File: config.mk
export PLATFORM = sky130hd
export DESIGN_NAME = vq_age_issue_queue
export DESIGN_NICKNAME = d
export VERILOG_FILES = /design/src/rtl/vq_iq_pkg.sv /design/src/rtl/vq_src_track.sv /design/src/rtl/vq_oldest_pick.sv /design/src/rtl/vq_age_issue_queue.sv
export SDC_FILE = /design/constraint.sdc
export NUM_CORES = 1
export LEC_CHECK = 0
export BUFFER_PORTS_ARGS = -buffer_cell sky130_fd_sc_hd__buf_4
export CORE_MARGIN = 4
export CORE_UTILIZATION = 57
export CTS_CLUSTER_SIZE = 10
export DETAILED_ROUTE_END_ITERATION = 10
export GPL_TIMING_DRIVEN = 0
export MAX_ROUTING_LAYER = met4
export PLACE_DENSITY = 0.78
export SLEW_MARGIN = 20
export SYNTH_ARGS = -nofsm -noshare
export SYNTH_HDL_FRONTEND = slang
export SYNTH_SLANG_ARGS = --single-unit
File: constraint.sdc
create_clock -name clk -period 6.23 [get_ports clk]
set_input_delay 0.623 -clock clk [delete_from_list [all_inputs] [get_ports clk]]
set_output_delay 0.623 -clock clk [all_outputs]
set_load 0.02 [all_outputs]
File: src/rtl/vq_iq_pkg.sv
`timescale 1ns/1ps
package vq_iq_pkg;

  // Producer latency classes carried on dispatch and on the broadcast bus.
  typedef enum logic [1:0] {
    LAT_ONE   = 2'd0,
    LAT_MULTI = 2'd1,
    LAT_LOAD  = 2'd2
  } lat_e;

  // A slot belongs to the slow region only while the queue is full and the
  // slot is one of the oldest (low indices, since slot 0 is the oldest).
  function automatic logic in_slow_region(int unsigned idx,
                                          int unsigned slow_depth,
                                          logic q_full);
    return q_full && (idx < slow_depth);
  endfunction

  // The extra wakeup cycle applies to slow-region consumers of one-cycle
  // producers only.
  function automatic logic wake_delayed(logic slow, lat_e lat);
    return slow && (lat == LAT_ONE);
  endfunction

endpackage

File: src/rtl/vq_src_track.sv
`timescale 1ns/1ps
// Next-state of one source operand: ready flag plus a one-cycle pending flag
// that models the slow-region wakeup delay.
module vq_src_track #(
  parameter int TAG_W = 6
) (
  input  logic              cur_rdy,
  input  logic              cur_pend,
  input  logic [TAG_W-1:0]  src_tag,
  input  logic              wake_valid,
  input  logic [TAG_W-1:0]  wake_tag,
  input  vq_iq_pkg::lat_e   wake_lat,
  input  logic              in_slow,
  output logic              nxt_rdy,
  output logic              nxt_pend,
  output logic              delay_take
);
  import vq_iq_pkg::*;

  logic tag_hit;

  always_comb begin
    tag_hit    = wake_valid && !cur_rdy && !cur_pend && (src_tag == wake_tag);
    nxt_rdy    = cur_rdy;
    nxt_pend   = cur_pend;
    delay_take = 1'b0;
    if (cur_pend) begin
      // a delay taken earlier resolves now, whatever the queue state.
      nxt_rdy  = 1'b1;
      nxt_pend = 1'b0;
    end else if (tag_hit) begin
      if (wake_delayed(in_slow, wake_lat)) begin
        nxt_pend   = 1'b1;
        delay_take = 1'b1;
      end else begin
        nxt_rdy = 1'b1;
      end
    end
  end

endmodule

File: src/rtl/vq_oldest_pick.sv
`timescale 1ns/1ps
// Lowest-index (oldest) request wins.
module vq_oldest_pick #(
  parameter int N = 16,
  localparam int IDX_W = (N > 1) ? $clog2(N) : 1
) (
  input  logic             clk,
  input  logic             rst_n,
  input  logic [N-1:0]     req,
  output logic             any,
  output logic [IDX_W-1:0] idx
);

  logic [N-1:0] gnt;

  // Prefix form of the grant, kept separate from the index search below.
  assign gnt[0] = req[0];
  for (genvar i = 1; i < N; i++) begin : g_gnt
    assign gnt[i] = req[i] && !(|req[i-1:0]);
  end

  always_comb begin
    any = 1'b0;
    idx = '0;
    for (int i = N - 1; i >= 0; i--) begin
      if (req[i]) begin
        any = 1'b1;
        idx = IDX_W'(i);
      end
    end
  end

  assert_grant_onehot_R3 : assert property (@(posedge clk) disable iff (!rst_n)
    $onehot0(gnt));

  assert_grant_index_R3 : assert property (@(posedge clk) disable iff (!rst_n)
    any |-> gnt[idx]);

  assert_grant_any_R3 : assert property (@(posedge clk) disable iff (!rst_n)
    any == (|gnt));

endmodule

File: src/rtl/vq_age_issue_queue.sv
`timescale 1ns/1ps
module vq_age_issue_queue #(
  parameter int DEPTH      = 16,
  parameter int SLOW_DEPTH = 4,
  parameter int TAG_W      = 6,
  parameter int NSRC       = 2,
  localparam int IDX_W = (DEPTH > 1) ? $clog2(DEPTH) : 1,
  localparam int CNT_W = $clog2(DEPTH + 1)
) (
  input  logic                  clk,
  input  logic                  rst_n,
  input  logic                  disp_valid,
  output logic                  disp_ready,
  input  logic [TAG_W-1:0]      disp_dst_tag,
  input  logic [1:0]            disp_dst_lat,
  input  logic [NSRC*TAG_W-1:0] disp_src_tag,
  input  logic [NSRC-1:0]       disp_src_rdy,
  input  logic                  wake_valid,
  input  logic [TAG_W-1:0]      wake_tag,
  input  logic [1:0]            wake_lat,
  output logic                  iss_valid,
  output logic [TAG_W-1:0]      iss_dst_tag,
  output logic [1:0]            iss_dst_lat
);
  import vq_iq_pkg::*;

  // ---------------- storage (slot 0 = oldest) ----------------
  logic [CNT_W-1:0] count;
  logic [TAG_W-1:0] e_dst   [DEPTH];
  logic [1:0]       e_lat   [DEPTH];
  logic [TAG_W-1:0] e_stag  [DEPTH][NSRC];
  logic             e_srdy  [DEPTH][NSRC];
  logic             e_spend [DEPTH][NSRC];

  // ---------------- named internal events ----------------
  lat_e             wake_cls;
  logic             q_full;
  logic             disp_fire;
  logic             iss_fire;
  logic [IDX_W-1:0] sel_idx;
  logic [CNT_W-1:0] wpos;
  logic [DEPTH-1:0] slot_valid;
  logic [DEPTH-1:0] slot_slow;
  logic [DEPTH-1:0] slot_req;
  logic             delay_evt;
  logic             pend_any;

  logic             n_srdy  [DEPTH][NSRC];
  logic             n_spend [DEPTH][NSRC];
  logic             n_delay [DEPTH][NSRC];

  logic             new_rdy   [NSRC];
  logic             new_pend  [NSRC];
  logic             new_delay [NSRC];

  assign wake_cls   = lat_e'(wake_lat);
  assign q_full     = (count == CNT_W'(DEPTH));
  assign disp_ready = !q_full;
  assign disp_fire  = disp_valid && disp_ready;
  assign iss_fire   = iss_valid;
  assign wpos       = count - CNT_W'(iss_fire);

  // ---------------- per-slot operand tracking ----------------
  for (genvar i = 0; i < DEPTH; i++) begin : g_slot
    assign slot_valid[i] = CNT_W'(i) < count;
    // slow membership evaluated at the slot's current index.
    assign slot_slow[i]  = slot_valid[i] && in_slow_region(i, SLOW_DEPTH, q_full);

    for (genvar s = 0; s < NSRC; s++) begin : g_src
      vq_src_track #(.TAG_W(TAG_W)) u_trk (
        .cur_rdy    (e_srdy[i][s]),
        .cur_pend   (e_spend[i][s]),
        .src_tag    (e_stag[i][s]),
        .wake_valid (wake_valid),
        .wake_tag   (wake_tag),
        .wake_lat   (wake_cls),
        .in_slow    (slot_slow[i]),
        .nxt_rdy    (n_srdy[i][s]),
        .nxt_pend   (n_spend[i][s]),
        .delay_take (n_delay[i][s])
      );
    end
  end

  // the incoming op sees the same broadcast; a free slot exists, so it is
  // never in the slow region.
  for (genvar s = 0; s < NSRC; s++) begin : g_new
    vq_src_track #(.TAG_W(TAG_W)) u_trk_new (
      .cur_rdy    (disp_src_rdy[s]),
      .cur_pend   (1'b0),
      .src_tag    (disp_src_tag[s*TAG_W +: TAG_W]),
      .wake_valid (wake_valid),
      .wake_tag   (wake_tag),
      .wake_lat   (wake_cls),
      .in_slow    (1'b0),
      .nxt_rdy    (new_rdy[s]),
      .nxt_pend   (new_pend[s]),
      .delay_take (new_delay[s])
    );
  end

  // ready only with every source ready.
  always_comb begin
    for (int i = 0; i < DEPTH; i++) begin
      slot_req[i] = slot_valid[i];
      for (int s = 0; s < NSRC; s++) begin
        slot_req[i] = slot_req[i] && e_srdy[i][s];
      end
    end
  end

  always_comb begin
    delay_evt = 1'b0;
    pend_any  = 1'b0;
    for (int s = 0; s < NSRC; s++) begin
      delay_evt = delay_evt || new_delay[s];
    end
    for (int i = 0; i < DEPTH; i++) begin
      for (int s = 0; s < NSRC; s++) begin
        delay_evt = delay_evt || n_delay[i][s];
        pend_any  = pend_any  || (slot_valid[i] && e_spend[i][s]);
      end
    end
  end

  // ---------------- select ----------------
  vq_oldest_pick #(.N(DEPTH)) u_pick (
    .clk   (clk),
    .rst_n (rst_n),
    .req   (slot_req),
    .any   (iss_valid),
    .idx   (sel_idx)
  );

  assign iss_dst_tag = e_dst[sel_idx];
  assign iss_dst_lat = e_lat[sel_idx];

  // ---------------- collapse + append ----------------
  logic [TAG_W-1:0] d_dst   [DEPTH];
  logic [1:0]       d_lat   [DEPTH];
  logic [TAG_W-1:0] d_stag  [DEPTH][NSRC];
  logic             d_srdy  [DEPTH][NSRC];
  logic             d_spend [DEPTH][NSRC];

  always_comb begin
    for (int i = 0; i < DEPTH; i++) begin
      int unsigned up;
      up = (i < DEPTH - 1) ? i + 1 : i;
      if (iss_fire && (IDX_W'(i) >= sel_idx)) begin
        d_dst[i] = e_dst[up];
        d_lat[i] = e_lat[up];
        for (int s = 0; s < NSRC; s++) begin
          d_stag[i][s]  = e_stag[up][s];
          d_srdy[i][s]  = n_srdy[up][s];
          d_spend[i][s] = n_spend[up][s];
        end
      end else begin
        d_dst[i] = e_dst[i];
        d_lat[i] = e_lat[i];
        for (int s = 0; s < NSRC; s++) begin
          d_stag[i][s]  = e_stag[i][s];
          d_srdy[i][s]  = n_srdy[i][s];
          d_spend[i][s] = n_spend[i][s];
        end
      end
      if (disp_fire && (CNT_W'(i) == wpos)) begin
        d_dst[i] = disp_dst_tag;
        d_lat[i] = disp_dst_lat;
        for (int s = 0; s < NSRC; s++) begin
          d_stag[i][s]  = disp_src_tag[s*TAG_W +: TAG_W];
          d_srdy[i][s]  = new_rdy[s];
          d_spend[i][s] = new_pend[s];
        end
      end
    end
  end

  always_ff @(posedge clk) begin
    if (!rst_n) begin
      count <= '0;
      for (int i = 0; i < DEPTH; i++) begin
        e_dst[i] <= '0;
        e_lat[i] <= '0;
        for (int s = 0; s < NSRC; s++) begin
          e_stag[i][s]  <= '0;
          e_srdy[i][s]  <= 1'b0;
          e_spend[i][s] <= 1'b0;
        end
      end
    end else begin
      count <= count + CNT_W'(disp_fire) - CNT_W'(iss_fire);
      for (int i = 0; i < DEPTH; i++) begin
        e_dst[i] <= d_dst[i];
        e_lat[i] <= d_lat[i];
        for (int s = 0; s < NSRC; s++) begin
          e_stag[i][s]  <= d_stag[i][s];
          e_srdy[i][s]  <= d_srdy[i][s];
          e_spend[i][s] <= d_spend[i][s];
        end
      end
    end
  end

  // ---------------- assertions ----------------
  assert_no_overflow_R2 : assert property (@(posedge clk) disable iff (!rst_n)
    count <= CNT_W'(DEPTH));

  assert_accept_grows_R2 : assert property (@(posedge clk) disable iff (!rst_n)
    (disp_fire && !iss_fire) |=> count == $past(count) + CNT_W'(1));

  assert_delay_only_full_R5 : assert property (@(posedge clk) disable iff (!rst_n)
    delay_evt |-> q_full);

  assert_delay_class_R6 : assert property (@(posedge clk) disable iff (!rst_n)
    delay_evt |-> (wake_cls == LAT_ONE));

  assert_pend_follows_R8 : assert property (@(posedge clk) disable iff (!rst_n)
    delay_evt |=> pend_any);

  assert_pend_once_R8 : assert property (@(posedge clk) disable iff (!rst_n)
    pend_any |-> $past(delay_evt));

endmodule

# After elaboration in Yosys (flattened, before gate mapping)
# Memories as Yosys holds them, arrays and structs flattened.
# Cells that the tools add are included.
word_totals:
  word_cells: 849
  ramBits: 384
  regBits: 5
  mem_bits_ro: 0
  output_inout_bits: 10
  inputBits: 34
  mem_count: 5
  latchBits: 0
mem_list:
  columns: ["name", "words", "word_bits", "rd", "rd_ports_with_merged_regs", "write_ports", "line", "text"]
  rows:
  - ["e_stag", 16, 12, 16, 0, 16, "vq_age_issue_queue.sv:31", "logic [TAG_W-1:0] e_stag [DEPTH][NSRC];"]
  - ["e_dst", 16, 6, 16, 0, 16, "vq_age_issue_queue.sv:29", "logic [TAG_W-1:0] e_dst [DEPTH];"]
  - ["e_lat", 16, 2, 16, 0, 16, "vq_age_issue_queue.sv:30", "logic [1:0] e_lat [DEPTH];"]
  - ["e_spend", 16, 2, 16, 0, 16, "vq_age_issue_queue.sv:33", "logic e_spend [DEPTH][NSRC];"]
  - ["e_srdy", 16, 2, 16, 0, 16, "vq_age_issue_queue.sv:32", "logic e_srdy [DEPTH][NSRC];"]
classes:
  muxes: 388
  n_mul: 0
  reduce_logical: 242
  order_cmp: 31
  div_mod_pow: 0
  n_bitwise: 128
  n_eq_ne: 51
  addsub: 3
  n_shift: 0
op_table:
  columns: ["op", "n"]
  rows:
  - ["$mux W6", 79]
  - ["$mux W12", 31]
  - ["$eq A6 B6 Y1", 34]
  - ["$mux W1", 176]
  - ["$logic_and A1 B1 Y1", 172]
  - ["$mux W2", 86]
  - ["$or A1 B1 Y1", 128]
  - ["$logic_not A1 Y1", 67]
  - ["$mux W4", 16]
  - ["$eq A4 B5 Y1 const A", 8]
  - ["$lt A4 B5 Y1 const A", 8]
  - ["$ge A4 B4 Y1 const A", 7]
  - ["$eq A3 B5 Y1 const A", 4]
  - ["$lt A3 B5 Y1 const A", 4]
  - ["$ge A3 B4 Y1 const A", 4]
  - ["$eq A2 B5 Y1 const A", 2]
  - ["$lt A1 B5 Y1 const A", 2]
  - ["$lt A2 B5 Y1 const A", 2]
  - ["$sub A5 B1 Y5", 2]
  - ["$ge A1 B4 Y1 const A", 2]
  - ["$ge A2 B4 Y1 const A", 2]
  - ["$add A5 B1 Y5", 1]
  - ["$eq A1 B5 Y1 const A", 1]
  - ["$eq A5 B5 Y1 const B", 1]
  - ["4 further kinds", 4]

# Longest topological paths before layout
# Gate-level depths: netlist of run 1.
depth:
  word_depth: 25
  mapped_depth: 20
  ltp_nobuf: 18

# Modules after synthesis
# A second synthesis of run 1 with hierarchy kept.
hier_totals:
  cells_unflattened: 2489
  area_unflattened_um2: 24405.9
modules_own_cells:
  columns: ["module", "seq_area_each_um2", "area_per_inst_um2", "cells_per_inst", "instances"]
  rows:
  - ["vq_age_issue_queue", 8888.5, 19802.7, 1844, 1]
  - ["vq_src_track", 0.0, 130.1, 18, 34]
  - ["vq_oldest_pick", 0.0, 178.9, 33, 1]

# Least setup slack after synthesis of run 1
# Ideal clock, no wire load.
synth_path:
  path_type: "flip-flop to flip-flop"
  start: "register, netlist name count[3]"
  end: "memory e_stag[0][0] in the netlist's numbering (enable)"
  path_stages_with_launch: 19
  path_slack_ns: 1.630
  required_ns: 5.857
  setup_ns: 0.373
  path_buffers: 3
  t_arrival_ns: 4.227
  period_less_slack_ns: 4.600
  path_cell_list: "dfxtp_1 -> inv_1 -> ha_1 -> buf_4 -> and3b_1 -> o22ai_2 -> nor2_1 -> nand2_1 -> buf_2 -> nor2_1 -> inv_1 -> ha_1 -> ha_1 -> and3_1 -> o2111ai_1 -> nor2_1 -> nand2_1 -> clkbuf_1 -> nand3_1"
synth_lines:
  columns: ["element", "line"]
  rows:
  - ["end, declared", "vq_age_issue_queue.sv:31"]

==> summary.md, run 1 <==
| Metric | Value |
|---|---|
| Placed cell count | ~3000 |
| Row cnt | just under 70 |
| Final hold viol count | 0 |
| Max VDD drop | 0.234 mV |
| Total Routing Usage GR | 0.393 |
| Final setup violation count | 0 |
| Worst skew pair latency | ~0.59 ns |
| R2r startpoint | count[4]$_SDFF_PN0_ |
| Cell area after synthesis | 20500 um2 |
| Warnings, synthesis | 0 |
| CP endpoint | e_stag[1][67]$_SDFFE_PN0P_ |
| Htree depth | 2 |
| Total Power | 7.10 mW |
| Pwr Density | 314 nW/um2 |
| Clk_skew | ~0.019 ns |
| Initial antenna violation count | 1 |
| Vias | around 20000 |
| Seq/Total Area, Yosys | 0.412 |
| Slew margin rel. | 0.157 |
| Cell variety after synth | 70 |
| CTS tree | done |
| Crit path DAT | between 6 and 7 ns |
| Final period util | 0.973 |
| Slew Limit Fails | 0 |
| Critical Path Source | count[4]$_SDFF_PN0_ |
| FMAX | about 0.17 GHz |
| Residual DRC | 0 |
| Setup TNS | 0 ns |
| Critical path depth | 19 |
| Drt wl/cell | around 25 um |
| First-pass GRT wire length | ~110000 um |
| Number of buffers created by CTS | 44 |
| Top cells by area, synth | dfxtp_1 (25%), edfxtp_1 (16%), nand2_1 (9.8%) |
| Pleak | around 8.5 nW |
| Chip height | between 150 and 200 um |
| Starting Density | 0.577 |
| Flops & latches, synth | between 300 and 400 |
| Largest area contributor in the netlist | dfxtp_1 |
| Slowest cell on crit path | nand3_1 |
| Vias in the first global route | a little under 20000 |
| Final wirelength | 77100 um |
| Post-CTS Hold Fix Bufs | 0 |
| Syn-to-layout area delta | 10.5% |
| Setup bufs post-CTS | 0 |
| Crit path largest cell delay | 0.60 ns |
| Detailed placement HPWL | 57400 um |
| Mapped Nets | 2553 |
| Top delay family on crit path | simple AND/OR/NAND/NOR gates |
| Yosys top cell area share | 0.250 |
| Worst-path clk slew | 0.06 ns |
| Max-cap violations | 0 |
| CTS sink count | ~370 |
| Nature of the critical path startpoint | flop |
| Max FO, Critical Path | 10 |
| EDFF count, synth | 110 |
| CTS root buf | clkbuf_16 |
| Post-synth ARST share | 0 |
| Grt ovf | 0 |
| DRT antenna net count | 0 |
| R2R setup slack | 0.17 ns |
| Commonest cells in the netlist | nand2_1 (534), a21oi_1 (299), dfxtp_1 (256) |
| Die X | 198 um |
| Cells after Synth | about 2500 |
| WP data required | 6.66 ns |
| Via/cell ratio | 6.63 |
| CP Buf/Inv Count | 5 |
| Num ports | between 40 and 50 |
| Drt initial violations | a little under 3000 |
| Setup Crit Path Kind | reg2reg |
| CP dominant cell by count | ha_1 |
| Crit end category | flop |
| Hold WC Path Type | in2reg |
| DR pass1 iterations | 6 |
| Most frequent cell after synthesis | nand2_1 |
| Routability cong. | roughly 1.1 |
| Die ar. | roughly 39000 um2 |
| Ys flop type | dfxtp_1 |
| Fraction of layout cells with a size suffix above 1 | 0.0544 |
| Final Non-Filler Cells | ~3100 |
| Core region area | ~35000 um2 |
| Unrepaired setup endpoints after global routing | yes |
| Run status | complete, no violations |
| Syn avg cell area | 8.18 um2 |
| Crit-path cells | inv_1, ha_1, buf_4, and3b_1, nor3_1, nor3_2, nand2_1, buf_2, nor2_1, inv_1, ha_1, ha_1, a21oi_1, o211ai_1, nor2_1, nand3_1, clkbuf_1, o21ai_0, a31oi_1 |
| Reg-to-reg critical path endpoint | e_stag[1][67]$_SDFFE_PN0P_ |
| IO buf count | 23 |
| Nets | between 2000 and 3000 |
| Worst-Margin Slew | 1.26 ns |
| R2R cell count | 19 |
| Pin count of the biggest net entering global routing | 13 |
| Min cycle time layout | between 6 and 7 ns |
| Bufs on Longest Clock Path | 3 |
## cell type report
type / instances / area (um2)
Buffer: 218 / 915
Clock buffer: 66 / 1270
Antenna cell: 1 / 2.50
Inverter: 14 / 52.6
Tap cell: 461 / 577
Sequential cell: 366 / 8430
Multi-Input combinational cell: 1902 / 11200
Clock inverter: 3 / 30.0
Timing Repair Buffer: 23 / 173
Fill cell: 3016 / 12900
## repair_timing
action	CTS	global route
gates cloned	0	0
gates resized for setup	4	20
setup endpoints to repair	126	294
## layer usage
layer	vias up	GRT usage	part of all wire
li1	8908	-	-
met1	9535	0.493	0.36
met2	1478	0.601	0.45
met3	326	0.0914	0.14
met4	0	0.196	0.056
met5	-	-	0
## placed cells by master (no fill, tap or decap), drive strengths merged, types with 26 or more instances in the layout
cell / count
nand3: 44
nand2: 534
a311oi: 26
o21a: 28
clkbuf: 238
nor3: 42
buf: 69
a211oi: 38
xnor2: 64
xor2: 144
a31oi: 42
a21oi: 299
nor2: 138
edfxtp: 110
o21ai: 172
mux2i: 137
dfxtp: 256
## through the flow
step                      area [um2]  hold slack, ns   util  setup WS [ns]
after floorplan                20500           0.449      -           1.63
after global placement         21200           0.464  0.598         -0.366
after detailed placement       21200           0.464  0.598         -0.448
after CTS                      22500           0.393  0.635         0.0256
after global routing           22600           0.426  0.637        -0.0195
final                          22600           0.409  0.637          0.171
## worst min-delay path by stage
stage / depth (start not counted) / from / slack (ns) / to
global route: 3 / disp_dst_tag[0] / 0.43 / e_dst[7][0]$_SDFFE_PN0P_
detailed placement: 2 / e_dst[15][4]$_SDFFE_PN0N_ / 0.46 / e_dst[15][4]$_SDFFE_PN0N_
global placement: 2 / e_dst[15][5]$_SDFFE_PN0N_ / 0.46 / e_dst[15][5]$_SDFFE_PN0N_
finish: 3 / disp_dst_lat[1] / 0.41 / e_lat[7][1]$_SDFFE_PN0P_
floorplan: 2 / e_dst[15][0]$_SDFFE_PN0N_ / 0.45 / e_dst[15][0]$_SDFFE_PN0N_
CTS: 3 / disp_dst_tag[5] / 0.39 / e_dst[11][5]$_SDFFE_PN0P_
## cells by family (layout without fill, tap and decap cells)
logic type | Yosys count | after routing | share of synthesized area
buf+inv | 234 | 324 | 0.0474
other cells | 1 | 2 | 0.000183
mux | 138 | 138 | 0.0675
simple gates | 846 | 846 | 0.173
fa+ha+maj | 17 | 17 | 0.0108
compound gates | 692 | 692 | 0.200
flops | 366 | 366 | 0.412
xor+xnor | 208 | 208 | 0.0890
## power breakdown
part / internal [mW] / switching, mW
combinational: 0.547 / 1.09
sequential: 2.79 / 0.238
clock: 1.39 / 1.05
## worst reg2reg max path, cell delays in order, from the launching register on
cell and delay, ns:
dfxtp_1 0.42, inv_1 0.15, ha_1 0.36, buf_4 0.25, and3b_1 0.24, nor3_1 0.11, nor3_2 0.45, nand2_1 0.18
buf_2 0.23, nor2_1 0.35, inv_1 0.32, ha_1 0.29, ha_1 0.27, a21oi_1 0.25, o211ai_1 0.21, nor2_1 0.49
nand3_1 0.61, clkbuf_1 0.41, o21ai_0 0.25, a31oi_1 0.07
## flip-flops by register name, summed over array words and instances, names as in the netlist
signal   count
count        5
e_stag     192
e_srdy      32
e_lat       32
e_dst       96
e_spend      9
(Power assumes the default switching activity.)
==> run 2, diff against run 1 <==
Settings changed: CORE_UTILIZATION 57 to 49, PLACE_DENSITY 0.78 to 0.69.
==> run 2 against run 1 <==
  * Combinational power hardly changed
  * Register-to-register slack worse by 0.05 ns
  * Utilization fell by 8.6 points
  * Final cell count rose by 2.5%
  * First-iteration DRC count fell by 7.2%
  * Final area rose by 0.20%
  * Fmax shrank 0.89%
  * Die area up 16%
  * Sequential power hardly changed
  * Critical endpoint is now e_stag[0][4]$_SDFFCE_PN0P_
  * Clock-buffer cell count decreased by 1
  * Routed wire length up 2.0%
  * Sequential share of layout area down 0.074 points
==> summary.md, run 2 (synthesized netlist as in run 1, its figures left out) <==
| Metric | Value |
|---|---|
| Setup bufs post-CTS | 0 (unchanged) |
| Switching portion of total power | 0.337 (+0.00284) |
| R2R cell count | 18 (-1) |
| Grt ovf | 0 (unchanged) |
| Slew margin rel. | 0.151 (-0.00589) |
| Nets | 2622 (+0.076%) |
| Most frequent cells in the layout | nand2_1 (534), a21oi_1 (299), dfxtp_1 (256) |
| GR met3 Demand/Resource | 0.0741 (-0.0173) |
| First-pass GRT wire length | 116000 um (+1.8%) |
| Fill cells | 3792 (+26%) |
| Min cycle time layout | 6.11 ns (+0.0541 ns) |
| Final wirelength | 78700 um (+2.0%) |
| DR pass1 iterations | 8 (+2) |
| Max-cap violations | 0 (unchanged) |
| Starting Density | 0.498 (-0.0790) |
| Worst-path clk slew | 0.06 ns (about the same) |
| Reg-to-reg critical path endpoint | e_stag[0][4]$_SDFFCE_PN0P_ |
| Crit path largest cell delay | 0.45 ns (-0.15 ns) |
| Htree depth | 2 (unchanged) |
| Power share of the clock group | 0.335 (-0.008) |
| Total Routing Usage GR | 0.349 (-0.0441) |
| Sequential Power Share | 0.430 (+0.004) |
| Die ar. | 45100 um2 (+16%) |
| Detailed placement HPWL | 58700 um (+2.1%) |
| Gr busiest metal | met2 |
| Vias in the first global route | 19100 (-1.3%) |
| Switching Power | 2.37 mW (-0.26%) |
| Top delay family on crit path | simple AND/OR/NAND/NOR gates |
| Row cnt | 74 (+7.2%) |
| Number of flip-flops under the largest register name | 192 (unchanged) |
| CP Buf/Inv Count | 7 (+2) |
| Max VDD drop | 0.197 mV (-16%) |
| WP data required | 6.48 ns (-0.18 ns) |
| R2r startpoint | count[3]$_SDFF_PN0_ |
| Unrepaired setup endpoints after global routing | no |
| Routability cong. | 1.05 (-1.5%) |
| Worst min-delay path endpoint | e_dst[7][4]$_SDFFE_PN0P_ |
| Crit path DAT | 6.37 ns (-0.12 ns) |
| IO buf count | 23 (unchanged) |
| Chip height | 212 um (+7.5%) |
| Final hold viol count | 0 (unchanged) |
| Max FO, Critical Path | 12 (+2) |
| Syn-to-layout area delta | 10.7% |
| Fraction of layout cells with a size suffix above 1 | 0.0544 (about the same) |
| R2R setup slack | 0.12 ns (-0.05 ns) |
| Crit end category | flop |
| DRT antenna net count | 0 (unchanged) |
| Num ports | 44 (unchanged) |
| Final period util | 0.981 (+0.00868) |
| Hold WC Path Type | in2reg |
| Register Area | 8430 um2 (unchanged) |
| Hold Path Origin | disp_dst_tag[4] |
| GRT met2 Usage | 0.537 (-0.0637) |
| Drt wl/cell | 25.1 um (-0.47%) |
| Reg with most FFs | e_stag |
| Setup TNS | 0 ns (unchanged) |
| Pleak | 8.52 nW (-0.29%) |
| Slew Limit Fails | 0 (unchanged) |
| Run status | complete, no violations |
| CTS sink count | 366 (unchanged) |
| Residual DRC | 0 (unchanged) |
| Min Hold Slack | 0.416 ns (+0.00715 ns) |
| Via/cell ratio | 6.36 (-4.0%) |
| Worst-Margin Slew | 1.27 ns (+0.00884 ns) |
| Vias | 19900 (-1.6%) |
| Final setup violation count | 0 (unchanged) |
| Setup Crit Path Kind | reg2reg |
| Worst Hold Depth | 3 (unchanged) |
| CTS root buf | clkbuf_16 |
| Clk_skew | 0.0208 ns (+0.00129 ns) |
| Drt initial violations | 2718 (-7.2%) |
| Nature of the critical path startpoint | flop |
| Pin count of the biggest net entering global routing | 13 (unchanged) |
| Number of buffers created by CTS | 43 (-2.3%) |
| Combinational share of power | 0.235 (+0.004) |
| Crit-path cells | inv_1, ha_1, buf_4, and3b_1, o22ai_4, nor2_4, nand2_1, buf_2, nor2_1, inv_1, ha_1, ha_1, clkbuf_1, inv_1, nor2_1, nand2_1, clkbuf_1, nand3_2 |
| CTS tree | done |
| Core region area | 41100 um2 (+16%) |
| Worst skew pair latency | 0.59 ns (about the same) |
| Initial antenna violation count | 3 (+2) |
| Slowest cell on crit path | clkbuf_1 |
| Internal power | 4.65 mW (-1.5%) |
| Top flop regs | e_stag: 192 flops, e_dst: 96 flops |
| Die X | 212 um (+7.5%) |
| Multi-input logic area | 11200 um2 (about the same) |
| FMAX | 0.164 GHz (-0.89%) |
| Pwr Density | 310 nW/um2 (-1.3%) |
| Most common cell after layout, fill and taps aside | nand2_1 |
| Bufs on Longest Clock Path | 3 (unchanged) |
| GRT met1 Usage | 0.450 (-0.0425) |
[run 2: cell count changes in the layout (fill, tap and decap cells not counted), sizes merged]
cell    before  now
clkinv       3    2
inv         14   15
clkbuf     238  240
diode        1    4
[run 2: area by class of cell]
cell class	count	area share
clock buffers	65	0.0529
flip-flops and latches	366	0.372
clock inverters	3	0.00132
multi-input cells	1902	0.493
plain buffers	220	0.0409
well taps	532	0.0294
inverters	14	0.00232
diodes	4	0.000442
repair buffers	24	0.00795
[run 2: how the worst max path moves through the flow]
stage	startpoint	endpoint	slack, ns	cells past startpoint
6_report	count[3]$_SDFF_PN0_	e_stag[0][4]$_SDFFCE_PN0P_	0.12	18
5_1_grt	count[3]$_SDFF_PN0_	e_stag[0][4]$_SDFFCE_PN0P_	0.006	18
4_1_cts	count[4]$_SDFF_PN0_	e_stag[1][7]$_SDFFCE_PN0P_	0.05	19
3_5_place_dp	count[3]$_SDFF_PN0_	e_stag[1][92]$_SDFFE_PN0N_	-0.58	19
3_3_place_gp	count[4]$_SDFF_PN0_	e_stag[1][91]$_SDFFE_PN0N_	-0.44	19
2_1_floorplan	count[3]$_SDFF_PN0_	e_stag[0][0]$_SDFFCE_PN0P_	1.63	18
[run 2: through the flow]
stage	std cells	instance area, um2	total power, mW	util	setup WS (ns)
floorplan	2502	20500	4.06	-	1.63
global placement	3057	21300	4.56	0.518	-0.438
detailed placement	3058	21300	4.61	0.519	-0.576
CTS	3126	22600	6.92	0.550	0.0532
global route	3127	22700	7.24	0.551	0.00552
finish	3130	22700	7.02	0.551	0.116
[run 2: worst reg2reg max path: stages, from the launching register on]
cell and delay (ns):
dfxtp_1 0.34, inv_1 0.19, ha_1 0.39, buf_4 0.26, and3b_1 0.27, o22ai_4 0.17, nor2_4 0.33, nand2_1 0.20
buf_2 0.24, nor2_1 0.34, inv_1 0.32, ha_1 0.29, ha_1 0.27, clkbuf_1 0.45, inv_1 0.22, nor2_1 0.41
nand2_1 0.38, clkbuf_1 0.38, nand3_2 0.34
[run 2: repair_timing]
item,4_1_cts,5_1_grt
gates resized for setup,9,13
endpoints found under the hold margin,0,0
setup endpoints to repair,133,85
hold buffers,0,0
gates cloned,0,0
[run 2: routing by layer]
layer	routed length, um	vias to the layer above
li1	-	8902
met3	9440	231
met2	35300	1328
met1	30500	9461
met5	0	-
met4	3530	0
[run 2: power by group through the flow]
stage	clock network [mW]	logic, mW	registers, mW
4_1_cts	2.33	1.58	3.01
6_report	2.35	1.65	3.02
3_3_place_gp	0	1.52	3.05
2_1_floorplan	0	1.08	2.98
5_1_grt	2.43	1.76	3.04
3_5_place_dp	0	1.56	3.06
